===== src/rtl/wdog_pkg.sv =====
package wdog_pkg;
  typedef enum logic [2:0] {
    SYS_OFF      = 3'd0,
    SYS_OVERTEMP = 3'd1,
    SYS_SLEEP    = 3'd2,
    SYS_STANDBY  = 3'd3,
    SYS_NORMAL   = 3'd4
  } sys_mode_e;

  typedef enum logic [1:0] {
    WD_OFF     = 2'd0,
    WD_WINDOW  = 2'd1,
    WD_TIMEOUT = 2'd2
  } wd_mode_e;

  localparam logic [2:0] DEF_PERIOD = 3'b100;
endpackage


===== src/rtl/wdog_mode_dec.sv =====
module wdog_mode_dec
  import wdog_pkg::*;
(
  input  logic [2:0] sys_mode_i,
  input  logic       dis_pin_i,
  input  logic       mode_bit_i,
  input  logic       irq_pending_i,
  output wd_mode_e   mode_o
);
  always_comb begin
    mode_o = WD_OFF;
    if (!dis_pin_i) begin
      unique case (sys_mode_i)
        SYS_NORMAL:  mode_o = mode_bit_i ? WD_TIMEOUT : WD_WINDOW;
        SYS_STANDBY: mode_o = (!mode_bit_i || irq_pending_i) ? WD_TIMEOUT : WD_OFF;
        default:     mode_o = WD_OFF;
      endcase
    end
  end
endmodule


===== src/rtl/wdog_cfg.sv =====
module wdog_cfg
  import wdog_pkg::*;
(
  input  logic       clk_i,
  input  logic       rst_ni,
  input  logic       wr_en_i,
  input  logic [2:0] wr_period_i,
  input  logic       wr_mode_bit_i,
  input  logic       lock_i,
  input  logic       wd_rst_i,
  output logic [2:0] period_o,
  output logic       mode_bit_o
);
  logic [2:0] period_q, period_d;
  logic       mb_q, mb_d;

  always_comb begin
    period_d = period_q;
    if (wd_rst_i)     period_d = DEF_PERIOD;
    else if (wr_en_i) period_d = wr_period_i;
  end

  always_comb begin
    mb_d = mb_q;
    if (wr_en_i && !lock_i) mb_d = wr_mode_bit_i;
  end

  always_ff @(posedge clk_i or negedge rst_ni) begin
    if (!rst_ni) begin
      period_q <= DEF_PERIOD;
      mb_q     <= 1'b0;
    end else begin
      period_q <= period_d;
      mb_q     <= mb_d;
    end
  end

  assign period_o   = period_q;
  assign mode_bit_o = mb_q;

  // a locked write leaves the mode bit untouched
  p_lock_hold_r11: assert property (@(posedge clk_i) disable iff (!rst_ni)
    (wr_en_i && lock_i) |=> (mb_q == $past(mb_q)));
endmodule


===== src/rtl/wdog_timer.sv =====
module wdog_timer #(
  parameter int BASE_LOG2 = 3,
  localparam int CW = BASE_LOG2 + 8
) (
  input  logic       clk_i,
  input  logic       rst_ni,
  input  logic       run_i,
  input  logic       tick_i,
  input  logic       restart_i,
  input  logic [2:0] code_i,
  output logic       early_o,
  output logic       ovf_o
);
  logic [CW-1:0] cnt_q, cnt_d;
  logic [CW-1:0] period_ticks;
  logic [CW-1:0] half_ticks;
  logic          cnt_en;

  assign period_ticks = {{(CW-1){1'b0}}, 1'b1} << (CW'(code_i) + CW'(BASE_LOG2));
  assign half_ticks   = period_ticks >> 1;
  assign early_o      = cnt_q < half_ticks;
  assign ovf_o        = run_i && tick_i && (cnt_q == period_ticks - 1'b1);
  assign cnt_en       = !run_i || restart_i || tick_i;

  always_comb begin
    cnt_d = cnt_q;
    if (!run_i || restart_i) cnt_d = '0;
    else if (tick_i)         cnt_d = ovf_o ? '0 : cnt_q + 1'b1;
  end

  always_ff @(posedge clk_i or negedge rst_ni) begin
    if (!rst_ni)     cnt_q <= '0;
    else if (cnt_en) cnt_q <= cnt_d;
  end

  // the count never reaches the selected period length
  p_cnt_bound_r3: assert property (@(posedge clk_i) disable iff (!rst_ni)
    cnt_q < period_ticks);
  // an idle watchdog holds its count at zero
  p_idle_zero_r2: assert property (@(posedge clk_i) disable iff (!rst_ni)
    !run_i |=> (cnt_q == '0));
endmodule


===== src/rtl/wdog_ctrl.sv =====
module wdog_ctrl
  import wdog_pkg::*;
#(
  parameter int BASE_LOG2 = 3
) (
  input  logic       clk_i,
  input  logic       rst_ni,
  input  logic       tick_i,
  input  logic [2:0] sys_mode_i,
  input  logic       dis_pin_i,
  input  logic       wr_en_i,
  input  logic [2:0] wr_period_i,
  input  logic       wr_mode_bit_i,
  input  logic       irq_pending_i,
  input  logic       ci_pending_i,
  output logic       rst_req_o,
  output logic       ci_set_o,
  output logic [2:0] period_o,
  output logic       mode_bit_o,
  output logic [1:0] wd_mode_o
);
  wd_mode_e   mode_now, mode_q;
  logic [2:0] period;
  logic       mode_bit;
  logic       early, ovf;
  logic       dis_q, seen_q;
  logic       rst_q, ci_q;
  logic       in_normal, in_standby;
  logic       trig, lock, mode_chg;
  logic       ev_early, ev_win_ovf, ev_to_rst, ev_mb_chg, ev_dis_chg;
  logic       rst_evt, ci_evt, restart;

  wdog_mode_dec u_dec (
    .sys_mode_i    (sys_mode_i),
    .dis_pin_i     (dis_pin_i),
    .mode_bit_i    (mode_bit),
    .irq_pending_i (irq_pending_i),
    .mode_o        (mode_now)
  );

  assign in_normal  = (sys_mode_i == SYS_NORMAL);
  assign in_standby = (sys_mode_i == SYS_STANDBY);
  assign lock       = in_standby && irq_pending_i;
  assign trig       = wr_en_i && (mode_now != WD_OFF);
  assign mode_chg   = (mode_now != mode_q);

  // reset and interrupt event sources
  assign ev_early   = trig && (mode_now == WD_WINDOW) && early;
  assign ev_win_ovf = ovf && !trig && (mode_now == WD_WINDOW);
  assign ev_to_rst  = ovf && !trig && (mode_now == WD_TIMEOUT) && ci_pending_i;
  assign ev_mb_chg  = wr_en_i && in_normal && (wr_mode_bit_i != mode_bit);
  assign ev_dis_chg = seen_q && (dis_pin_i != dis_q) && (in_normal || in_standby);

  assign rst_evt = ev_early | ev_win_ovf | ev_to_rst | ev_mb_chg | ev_dis_chg;
  assign ci_evt  = ovf && !trig && (mode_now == WD_TIMEOUT) && !ci_pending_i && !rst_evt;
  assign restart = trig | rst_evt | mode_chg;

  wdog_cfg u_cfg (
    .clk_i         (clk_i),
    .rst_ni        (rst_ni),
    .wr_en_i       (wr_en_i),
    .wr_period_i   (wr_period_i),
    .wr_mode_bit_i (wr_mode_bit_i),
    .lock_i        (lock),
    .wd_rst_i      (rst_evt),
    .period_o      (period),
    .mode_bit_o    (mode_bit)
  );

  wdog_timer #(.BASE_LOG2(BASE_LOG2)) u_timer (
    .clk_i     (clk_i),
    .rst_ni    (rst_ni),
    .run_i     (mode_now != WD_OFF),
    .tick_i    (tick_i),
    .restart_i (restart),
    .code_i    (period),
    .early_o   (early),
    .ovf_o     (ovf)
  );

  always_ff @(posedge clk_i or negedge rst_ni) begin
    if (!rst_ni) begin
      dis_q  <= 1'b0;
      seen_q <= 1'b0;
      mode_q <= WD_OFF;
      rst_q  <= 1'b0;
      ci_q   <= 1'b0;
    end else begin
      dis_q  <= dis_pin_i;
      seen_q <= 1'b1;
      mode_q <= mode_now;
      rst_q  <= rst_evt;
      ci_q   <= ci_evt;
    end
  end

  assign rst_req_o  = rst_q;
  assign ci_set_o   = ci_q;
  assign period_o   = period;
  assign mode_bit_o = mode_bit;
  assign wd_mode_o  = mode_now;

  // a single overflow never asks for both outcomes
  p_ci_xor_rst_r7: assert property (@(posedge clk_i) disable iff (!rst_ni)
    ci_set_o |-> !rst_req_o);
  // every reset pulse comes with the default period code
  p_rst_default_r13: assert property (@(posedge clk_i) disable iff (!rst_ni)
    rst_req_o |-> (period_o == DEF_PERIOD));
  // an early window trigger is answered in the next cycle
  p_early_rst_r4: assert property (@(posedge clk_i) disable iff (!rst_ni)
    (wr_en_i && (wd_mode_o == 2'd1) && early) |=> rst_req_o);
  // with the bit set in Standby, a pending interrupt keeps the watchdog on
  p_irq_wake_r12: assert property (@(posedge clk_i) disable iff (!rst_ni)
    (in_standby && !dis_pin_i && irq_pending_i) |-> (wd_mode_o == 2'd2));
endmodule


===== config.mk =====
export PLATFORM = sky130hd
export DESIGN_NAME = wdog_ctrl
export DESIGN_NICKNAME = d
export VERILOG_FILES = /design/src/rtl/wdog_pkg.sv /design/src/rtl/wdog_mode_dec.sv /design/src/rtl/wdog_cfg.sv /design/src/rtl/wdog_timer.sv /design/src/rtl/wdog_ctrl.sv
export SDC_FILE = /design/constraint.sdc
export NUM_CORES = 1
export LEC_CHECK = 0
export ABC_CLOCK_PERIOD_IN_PS = 3160
export BUFFER_PORTS_ARGS = -buffer_cell sky130_fd_sc_hd__buf_4
export CELL_PAD_IN_SITES_DETAIL_PLACEMENT = 0
export CELL_PAD_IN_SITES_GLOBAL_PLACEMENT = 1
export CORE_ASPECT_RATIO = 1.75
export CORE_MARGIN = 3
export CORE_UTILIZATION = 43
export CTS_CLUSTER_SIZE = 28
export DETAILED_ROUTE_END_ITERATION = 16
export HOLD_SLACK_MARGIN = 0.1
export PLACE_DENSITY = 0.86
export SYNTH_ARGS = -nofsm -noshare
export SYNTH_HDL_FRONTEND = slang
export SYNTH_SLANG_ARGS = --single-unit

===== constraint.sdc =====
create_clock -name clk_i -period 3.16 [get_ports clk_i]
set_input_delay 0.316 -clock clk_i [delete_from_list [all_inputs] [get_ports clk_i]]
set_output_delay 0.316 -clock clk_i [all_outputs]
set_load 0.005 [all_outputs]

==> After elaboration in Yosys (flattened, before gate mapping) <==
Index checks and enable logic that the tools add are counted.
{ "totals": {"ff_bits": 21, "out_inout_bits": 8, "wordCells": 67} }
{ "classes": {"n_addsub": 3, "n_lt_le_gt_ge": 1, "n_eq_ne": 8, "shift": 1, "muxes": 9, "bitwise_logic": 6, "n_reduce_logical": 31} }
{ "op_table": {"columns": ["op", "n"], "rows": [
  ["$mux 11", 3],
  ["$logic_and 1x1->1", 17],
  ["$add 11x1->11 const B", 1],
  ["$eq 11x11->1", 1],
  ["$lt 11x10->1", 1],
  ["$shl 1x11->11 const A", 1],
  ["$sub 11x1->11 const B", 1],
  ["$logic_not 1->1", 6],
  ["$mux 2", 3],
  ["$mux 3", 2],
  ["$or 1x1->1", 6],
  ["$reduce_bool 2->1", 3],
  ["$add 3x2->4 const B", 1],
  ["$logic_or 1x1->1", 4],
  ["$pmux 2 s2", 1],
  ["$eq 3x2->1 const B", 1],
  ["$eq 3x3->1 const B", 1],
  ["$eq 2x1->1 const B", 1],
  ["$eq 2x2->1 const B", 1],
  ["$ne 1x1->1", 2],
  ["$ne 2x2->1", 1],
  ["$reduce_and 2->1", 1]
]} }

==> Depth between registers and ports, before layout <==
Gate-level depths: netlist (run 1).
{ "depth": {"ltp_word": 19, "depth_mapped": 10} }

==> By module <==
Synthesis (run 1) repeated with hierarchy kept, for this count alone.
{ "unflattened": {"hier_cells": 180, "hier_area_um2": 1640.3} }
{ "by_module_without_submodules": {"columns": ["mod", "instances", "cells_each", "area_each_um2"], "rows": [
  ["wdog_timer", 1, 132, 1094.8],
  ["wdog_ctrl", 1, 30, 330.3],
  ["wdog_cfg", 1, 12, 167.7],
  ["wdog_mode_dec", 1, 6, 47.5]
]} }

==> Worst setup path after synthesis (run 1) <==
No wires, ideal clock.
{ "synth_path": {"kind": "register to register", "from": "reg u_cfg.period_q[2] (netlist: u_cfg.period_o[2])", "to": "reg u_cfg.period_q[2] (netlist: u_cfg.period_o[2])", "setup_time_ps": 82, "arrival_time_ps": 2440, "t_required_ps": 3078, "setup_slack_ps": 639, "stages_incl_launch_ff": 11, "path_buffers": 1, "synth_period_minus_slack_ps": 2521, "path_cell_list": "dfstp_2 > buf_6 > clkinv_4 > or3_1 > ha_1 > nand2_1 > nor4_1 > a221oi_1 > a21oi_1 > o41ai_4 > a211o_1"} }
{ "synth_via": {"elab_chain_cells": 12, "elab_cells_between_ends": 17, "cone_classes": "add/sub: 2; order compare: 1; eq/ne: 1; shift: 1; mux: 1; bitwise: 4; reduce/logical: 7"} }
{ "synth_rtl": {"columns": ["element", "line_no", "text"], "rows": [
  ["start, declared", "wdog_cfg.sv:14", "logic [2:0] period_q, period_d;"],
  ["start signal, assigned", "wdog_cfg.sv:33", "period_q <= period_d;"],
  ["$add 3x2->4 *", "wdog_timer.sv:19", "assign period_ticks = {{(CW-1){1'b0}}, 1'b1} << (CW'(code_i) + CW'(BASE_LOG2));"],
  ["$shl 1x11->11 *", "wdog_timer.sv:19", null],
  ["$sub 11x1->11", "wdog_timer.sv:22", "assign ovf_o = run_i && tick_i && (cnt_q == period_ticks - 1'b1);"],
  ["$eq 11x11->1", "wdog_timer.sv:22", null],
  ["$logic_and 1x1->1", "wdog_timer.sv:22", null],
  ["$logic_and 1x1->1", "wdog_ctrl.sv:49, wdog_ctrl.sv:50", null],
  ["$logic_and 1x1->1 (on tied branches)", "wdog_ctrl.sv:49, wdog_ctrl.sv:50", null],
  ["$or 1x1->1 / $logic_and 1x1->1 (equally long branches)", "wdog_ctrl.sv:54, wdog_ctrl.sv:50", null],
  ["$or 1x1->1 * (3 in series)", "wdog_ctrl.sv:54", "assign rst_evt = ev_early | ev_win_ovf | ev_to_rst | ev_mb_chg | ev_dis_chg;"],
  ["via rst_evt", "wdog_ctrl.sv:31", "logic rst_evt, ci_evt, restart;"],
  ["$mux 3 / $reduce_bool 2->1 (equally long branches)", null, null]
]} }
Mark *: on every way through the listed nets, which the timed path passes. The rest lies on a longest branch.
A chain may end at the register's enable or synchronous reset.

==> Final worst setup path (run 1) <==
{ "layout_path": {"from": "reg u_cfg.period_q[2] (netlist: u_cfg.period_o[2])", "to": "reg u_timer.cnt_q[2]"} }
{ "layout_via": {"elab_chain_cells": 16, "elab_cells_between_ends": 24, "cone_classes": "add/sub: 2; order compare: 1; eq/ne: 1; shift: 1; mux: 3; bitwise: 6; reduce/logical: 10"} }
{ "layout_rtl": {"columns": ["element", "line_no", "text"], "rows": [
  ["$add 3x2->4 *", "wdog_timer.sv:19", null],
  ["$shl 1x11->11 *", "wdog_timer.sv:19", null],
  ["$sub 11x1->11", "wdog_timer.sv:22", null],
  ["$eq 11x11->1", "wdog_timer.sv:22", null],
  ["$logic_and 1x1->1", "wdog_timer.sv:22", null],
  ["$logic_and 1x1->1", "wdog_ctrl.sv:49, wdog_ctrl.sv:50", null],
  ["$logic_and 1x1->1 (on tied branches)", "wdog_ctrl.sv:49, wdog_ctrl.sv:50", null],
  ["$or 1x1->1 / $logic_and 1x1->1 (equally long branches)", "wdog_ctrl.sv:54, wdog_ctrl.sv:50", null],
  ["$or 1x1->1 (3 in series)", "wdog_ctrl.sv:54", null],
  ["$or 1x1->1 (2 in series)", "wdog_ctrl.sv:56", "assign restart = trig | rst_evt | mode_chg;"],
  ["$logic_or 1x1->1", "wdog_timer.sv:23, wdog_timer.sv:27", null],
  ["$reduce_bool 2->1 (no line) / $logic_or 1x1->1 (equally long branches)", null, null],
  ["$reduce_and 2->1 (no line)", null, null],
  ["end signal, assigned", "wdog_timer.sv:33", "else if (cnt_en) cnt_q <= cnt_d;"],
  ["end, declared", "wdog_timer.sv:14", "logic [CW-1:0] cnt_q, cnt_d;"]
]} }
Every way passes the cells marked *; elsewhere a longest branch is shown, timed or not. The select of a mux whose other input is x is not followed.

==> results.json, run 1 <==
{
  "ant_nets": 0,
  "hold_class": "in -> reg",
  "cp-endpoint": "u_timer.cnt_q[2]$_DFFE_PN0P_",
  "start_kind": "flip-flop",
  "die_area_mm2": 0.00423,
  "drc_errors": 0,
  "grt_pass1_vias": 1342,
  "final_nets": 214,
  "synthFlopType": "dfrtp_1",
  "end_kind": "flip-flop",
  "ios": 22,
  "antenna_found_initial": 0,
  "swShare": 0.295,
  "synthCells": 165,
  "seqCellArea_um2": 527,
  "synth_top_cell_by_area": "dfrtp_1",
  "final-max-slew-violation-count": 0,
  "viasPerCell": 5.62,
  "cpPeakStageDelay_ps": 640,
  "cts.clk_slew.worst_paths_ps": 80,
  "grt_overflow": 0,
  "drive_above_1_share": 0.176,
  "ys_ff_latch": 21,
  "rsz0062_at_grt": "no",
  "final_core_utilization": 0.535,
  "ir_worst_vdd_v": 0.000316,
  "post-route-period-util": 0.866,
  "slew_headroom": 0.508,
  "hpwlAfterDp_um": 2850,
  "power_leakage_nw": 0.773,
  "cts_made_buffers": 3,
  "crit_chain": "clkinv_4 -> or3_1 -> ha_1 -> nand2_1 -> nor4_1 -> a221oi_1 -> a21oi_1 -> o211ai_2 -> nor2_1",
  "yosysMostFrequentCell": "nor2_1",
  "setup_violations": 0,
  "power_frac_clock": 0.306,
  "cts.hold.buffers_added": 1,
  "max_freq_mhz": 366,
  "p_per_area_mw_per_mm2": 347,
  "arrival_ps": 2930,
  "portBuffers": 21,
  "pwr-share-seq": 0.495,
  "cts_root_buf": "clkbuf_8",
  "grt_pass1_wl_um": 6160,
  "fillCellCount": 338,
  "cp_slowest_cell": "dfstp_2",
  "syn_area_mm2": 0.00149,
  "clkSinkCount": 21,
  "cts_setup_buffers": 0,
  "vias": 1299,
  "synth.area.top_cells": "dfrtp_1, ha_1, nor2_1, nand2_1, xor2_1",
  "wl_per_cell_um": 15.6,
  "outcome": "complete, no violations",
  "initial_core_util": 0.458,
  "htree_levels": 1,
  "synth.top_cell.area_share": 0.337,
  "cts_resized": 0,
  "r2r_setup_slack_ps": 420,
  "n_antenna_cell": 0,
  "ys_async_sr_fraction": 1.00,
  "fin_crit_ps": 2740,
  "crit_type": "reg -> reg",
  "synth_commonest_cells": "nor2_1, dfrtp_1, nand2_1",
  "r2r-start": "u_cfg.period_o[2]$_DFFE_PN1P_",
  "place.gp.congestion": 0.912,
  "path_max_fanout": 10,
  "p_int_mw": 0.424,
  "wl_um": 3600,
  "yosys_warnings": 0,
  "r2r-end": "u_timer.cnt_q[2]$_DFFE_PN0P_",
  "row_count": 27,
  "die_h_um": 83.8,
  "power_frac_comb": 0.199,
  "final.setup.tns_ps": 0,
  "grtUsageTotal": 0.188,
  "hold_viol_final": 0,
  "cts_max_path_buffers": 2,
  "startpoint": "u_cfg.period_o[2]$_DFFE_PN1P_",
  "ys_seq_area_frac": 0.354,
  "required_ps": 3350,
  "first_pass_iters": 6,
  "multi_input_area_um2": 906,
  "synth.avg_cell_area_um2": 9.01,
  "clk_latency_ps": 270,
  "drtIter0Drc": 33,
  "grt_max_degree": 22,
  "skew_ps": 8.66,
  "ys_types": 44,
  "whs_path_depth": 1,
  "rr_worst_depth": 9,
  "netSwitchingPower_mw": 0.177,
  "die_w_um": 50.4,
  "coreArea_mm2": 0.00324,
  "cts_tree": "done",
  "syn2layout_area_growth_pct": 16.7,
  "cap_viol_max_count": 0,
  "worstMarginPinSlew_ps": 728,
  "synth-edff-count": 0
}
[cell type report]
type | instances | share of cell area
multi-input combinational | 135 | 0.522
timing repair buffer | 23 | 0.101
clock buffer | 3 | 0.0238
sequential | 21 | 0.304
clock inverter | 1 | 0.00433
tap | 43 | 0.0310
inverter | 5 | 0.0137
[critical path, delay by kind of cell (launching register included)]
family	cells	cell delay [ps]
DFF	1	640
and+or+nand+nor	4	900
AOI/OAI and AO/OA	3	700
adders and majority gates	1	290
buffers and inverters	1	120
[cell usage in the layout (no fill, tap or decap), drive strengths merged, types with 4 or more instances in the layout]
master  instances
o21ai           7
ha             11
xor2            6
nor2           22
xnor2           5
nor3            5
and3            4
nand2          19
buf            22
dfrtp          20
inv             4
a21oi           8
nand3           6
[flip-flops by register name (all words and copies together), names as in the netlist]
name	count
rst_req_o	1
u_cfg.period_o	3
u_cfg.mode_bit_o	1
dis_q	1
seen_q	1
u_timer.cnt_q	11
mode_q	2
ci_set_o	1
[through the flow]
step | setup WS (ps) | power, mW | area [um^2] | std cells | hold WS, ps
global route | 179 | 0.632 | 1730 | 231 | 197
floorplan | 639 | 0.376 | 1490 | 166 | 20.4
finish | 425 | 0.601 | 1730 | 231 | 199
detailed placement | 425 | 0.423 | 1680 | 226 | 219
CTS | 416 | 0.607 | 1730 | 231 | 196
global placement | 521 | 0.419 | 1680 | 226 | 212
[how the worst min path moves through the flow]
stage | startpoint | to | slack, ps
2_1_floorplan | rst_ni | ci_set_o$_DFF_PN0_ | 20
6_report | dis_pin_i | dis_q$_DFF_PN0_ | 200
3_5_place_dp | rst_ni | u_timer.cnt_q[7]$_DFFE_PN0P_ | 220
5_1_grt | dis_pin_i | dis_q$_DFF_PN0_ | 200
3_3_place_gp | rst_ni | u_timer.cnt_q[6]$_DFFE_PN0P_ | 210
4_1_cts | dis_pin_i | dis_q$_DFF_PN0_ | 200
[power by group through the flow]
stage	registers, mW	clock network (mW)	logic [mW]
global placement	0.302	0	0.118
global route	0.301	0.196	0.135
detailed placement	0.303	0	0.120
floorplan	0.293	0	0.0831
finish	0.298	0.184	0.120
CTS	0.298	0.188	0.121
[logic make-up (layout without fill, tap and decap cells)]
family	count (synthesis)	in the layout	synth area share
xor gates and xnor gates	11	11	0.0648
DFF	21	21	0.354
other	1	2	0.00252
adders and majority gates	11	11	0.0926
AOI/OAI and AO/OA	30	30	0.150
muxes	4	4	0.0278
and+or+nand+nor	77	77	0.269
buffers and inverters	10	32	0.0387
[metal layers]
metal	part of all wire	up-vias	track usage
met2	0.56	25	0.343
met4	0.026	0	0.0931
met5	0	-	0
met3	0.027	8	0.0197
li1	-	639	-
met1	0.39	627	0.208
(Power assumes the default switching activity.)
==> inputs of run 2 (changes only) <==
--- a/config.mk
+++ b/config.mk
@@ -14,6 +14,7 @@
 export CORE_UTILIZATION = 43
 export CTS_CLUSTER_SIZE = 28
 export DETAILED_ROUTE_END_ITERATION = 16
+export GPL_TIMING_DRIVEN = 0
 export HOLD_SLACK_MARGIN = 0.1
 export PLACE_DENSITY = 0.86
 export SYNTH_ARGS = -nofsm -noshare
==> run 2 against run 1 <==
  * Clock skew is 6.3 ps lower
  * Combinational power increased by 12%
  * Largest cell class unchanged
  * Highest routed layer unchanged
  * Clock-buffer cell count stayed put
  * Design area grew 1.4%
  * Clock power barely moved
  * Critical endpoint is now u_cfg.period_o[2]$_DFFE_PN1P_
  * Final cell count increased by 1.7%
  * Critical path depth rose by 1
  * Largest power group unchanged
  * Die area stayed put
  * Utilization grew 0.73 points
  * Wire length is 4.0% lower
==> results.json, run 2 (synthesis gave the netlist of run 1 again) <==
{
  "antenna_found_initial": 0,
  "ir_worst_vdd_v": 0.000301,
  "use_met3": 0.0161,
  "setup_slack_ps": 401,
  "cts.clk_slew.worst_paths_ps": 80,
  "outcome": "complete, no violations",
  "total_power_mw": 0.607,
  "hold_class": "in -> reg",
  "slew_headroom": 0.446,
  "required_ps": 3360,
  "cts_made_buffers": 3,
  "place.gp.congestion": 0.818,
  "r2r-start": "u_cfg.period_o[2]$_DFFE_PN1P_",
  "final_nets": 218,
  "cts_tree": "done",
  "layout_commonest_cell": "nor2_1",
  "viasPerCell": 5.57,
  "syn2layout_area_growth_pct": 18.3,
  "die_area_mm2": 0.00423,
  "end_kind": "flip-flop",
  "worstHoldStart": "dis_pin_i",
  "hpwlAfterDp_um": 2710,
  "final.setup.tns_ps": 0,
  "initial_core_util": 0.458,
  "wl_um": 3460,
  "crit_type": "reg -> reg",
  "r2r_setup_slack_ps": 400,
  "clkSinkCount": 21,
  "cts_max_path_buffers": 2,
  "die_h_um": 83.8,
  "p_per_area_mw_per_mm2": 345,
  "r2r-end": "u_cfg.period_o[2]$_DFFE_PN1P_",
  "largest-register": "u_timer.cnt_q",
  "rsz0062_at_grt": "no",
  "min_to": "dis_q$_DFF_PN0_",
  "grt_pass1_vias": 1293,
  "largest_register_ffs": 11,
  "grt_pass1_wl_um": 5940,
  "holdWs_ps": 197,
  "row_count": 27,
  "n_antenna_cell": 0,
  "multi_input_area_um2": 906,
  "whs_path_depth": 1,
  "worstMarginPinSlew_ps": 819,
  "post-route-period-util": 0.873,
  "start_kind": "flip-flop",
  "grtUsageTotal": 0.180,
  "vias": 1310,
  "arrival_ps": 2960,
  "cap_viol_max_count": 0,
  "clk_latency_ps": 270,
  "place_ws_ps": 417,
  "path_max_fanout": 9,
  "cts_setup_buffers": 0,
  "grt_overflow": 0,
  "max_freq_mhz": 362,
  "skew_ps": 2.34,
  "die_w_um": 50.4,
  "ant_nets": 0,
  "rr_worst_depth": 10,
  "met1_usage": 0.204,
  "first_pass_iters": 4,
  "cts_root_buf": "clkbuf_8",
  "drive_above_1_share": 0.177,
  "hold_viol_final": 0,
  "setup_violations": 0,
  "drc_errors": 0,
  "seqCellArea_um2": 527,
  "coreArea_mm2": 0.00324,
  "portBuffers": 21,
  "grt_busiest_layer": "met2",
  "final_cell_mix": "nor2_1, buf_4, dfrtp_1",
  "grt_max_degree": 22,
  "final-max-slew-violation-count": 0,
  "power_leakage_nw": 0.788,
  "use_met2": 0.321,
  "ios": 22,
  "fin_crit_ps": 2760,
  "fillCellCount": 334,
  "htree_levels": 1,
  "wl_per_cell_um": 14.7,
  "drtIter0Drc": 37
}
run 2: changes by cell type in the layout (fill, tap and decap cells not counted), sizes merged:
cell / before / now
clkinvlp: 1 / 0
clkbuf: 3 / 6
buf: 22 / 23
clkinv: 1 / 2
run 2: through the flow:
| stage | instances | area [um^2] | utilization |
|---|---|---|---|
| floorplan | 166 | 1490 | - |
| global placement | 230 | 1700 | 0.525 |
| detailed placement | 230 | 1700 | 0.525 |
| CTS | 235 | 1760 | 0.542 |
| global route | 235 | 1760 | 0.542 |
| finish | 235 | 1760 | 0.542 |
run 2: layout make-up:
class,instances,area share
Buffer,5,0.0192
Clock inverter,1,0.00285
Clock buffer,3,0.0235
Timing Repair Buffer,22,0.0954
Inverter,5,0.0135
Multi-Input combinational cell,135,0.515
Tap cell,43,0.0306
Sequential cell,21,0.300
run 2: routing by layer:
layer	up-vias	wire (um)
met5	-	0
met4	0	82
met3	7	137
met2	38	1880
met1	618	1350
li1	647	-
run 2: critical path, cell delays in order (launching register included):
cell	delay [ps]
dfstp_2	550
buf_6	140
clkinv_4	90
or3_1	380
ha_1	300
nand2_1	60
nor4_1	240
a221oi_1	130
a21oi_1	310
o41ai_4	200
a211o_1	300
run 2: report_power, final:
| group | switching [mW] | total, mW | internal, mW | leakage [nW] |
|---|---|---|---|---|
| registers | 0.00966 | 0.288 | 0.279 | 0.278 |
| clock network | 0.0948 | 0.183 | 0.0882 | 0.0255 |
| logic | 0.0739 | 0.135 | 0.0615 | 0.484 |
run 2: repair_timing:
| item | in CTS | in global routing |
|---|---|---|
| endpoints found under the hold margin | 20 | 0 |
| hold buffers | 1 | 0 |
| gates resized for setup | 0 | 0 |
run 2: how the worst max path moves through the flow:
stage	from	end	slack [ps]	cells after the start
after floorplan	u_cfg.period_o[2]$_DFFE_PN1P_	u_cfg.period_o[2]$_DFFE_PN1P_	640	10
after global placement	u_cfg.period_o[2]$_DFFE_PN1P_	u_cfg.period_o[2]$_DFFE_PN1P_	490	10
after detailed placement	u_cfg.period_o[2]$_DFFE_PN1P_	u_cfg.period_o[2]$_DFFE_PN1P_	420	10
after CTS	u_cfg.period_o[2]$_DFFE_PN1P_	u_cfg.period_o[2]$_DFFE_PN1P_	400	10
after global routing	u_cfg.period_o[2]$_DFFE_PN1P_	u_timer.cnt_q[0]$_DFFE_PN0P_	240	10
final	u_cfg.period_o[2]$_DFFE_PN1P_	u_cfg.period_o[2]$_DFFE_PN1P_	400	10
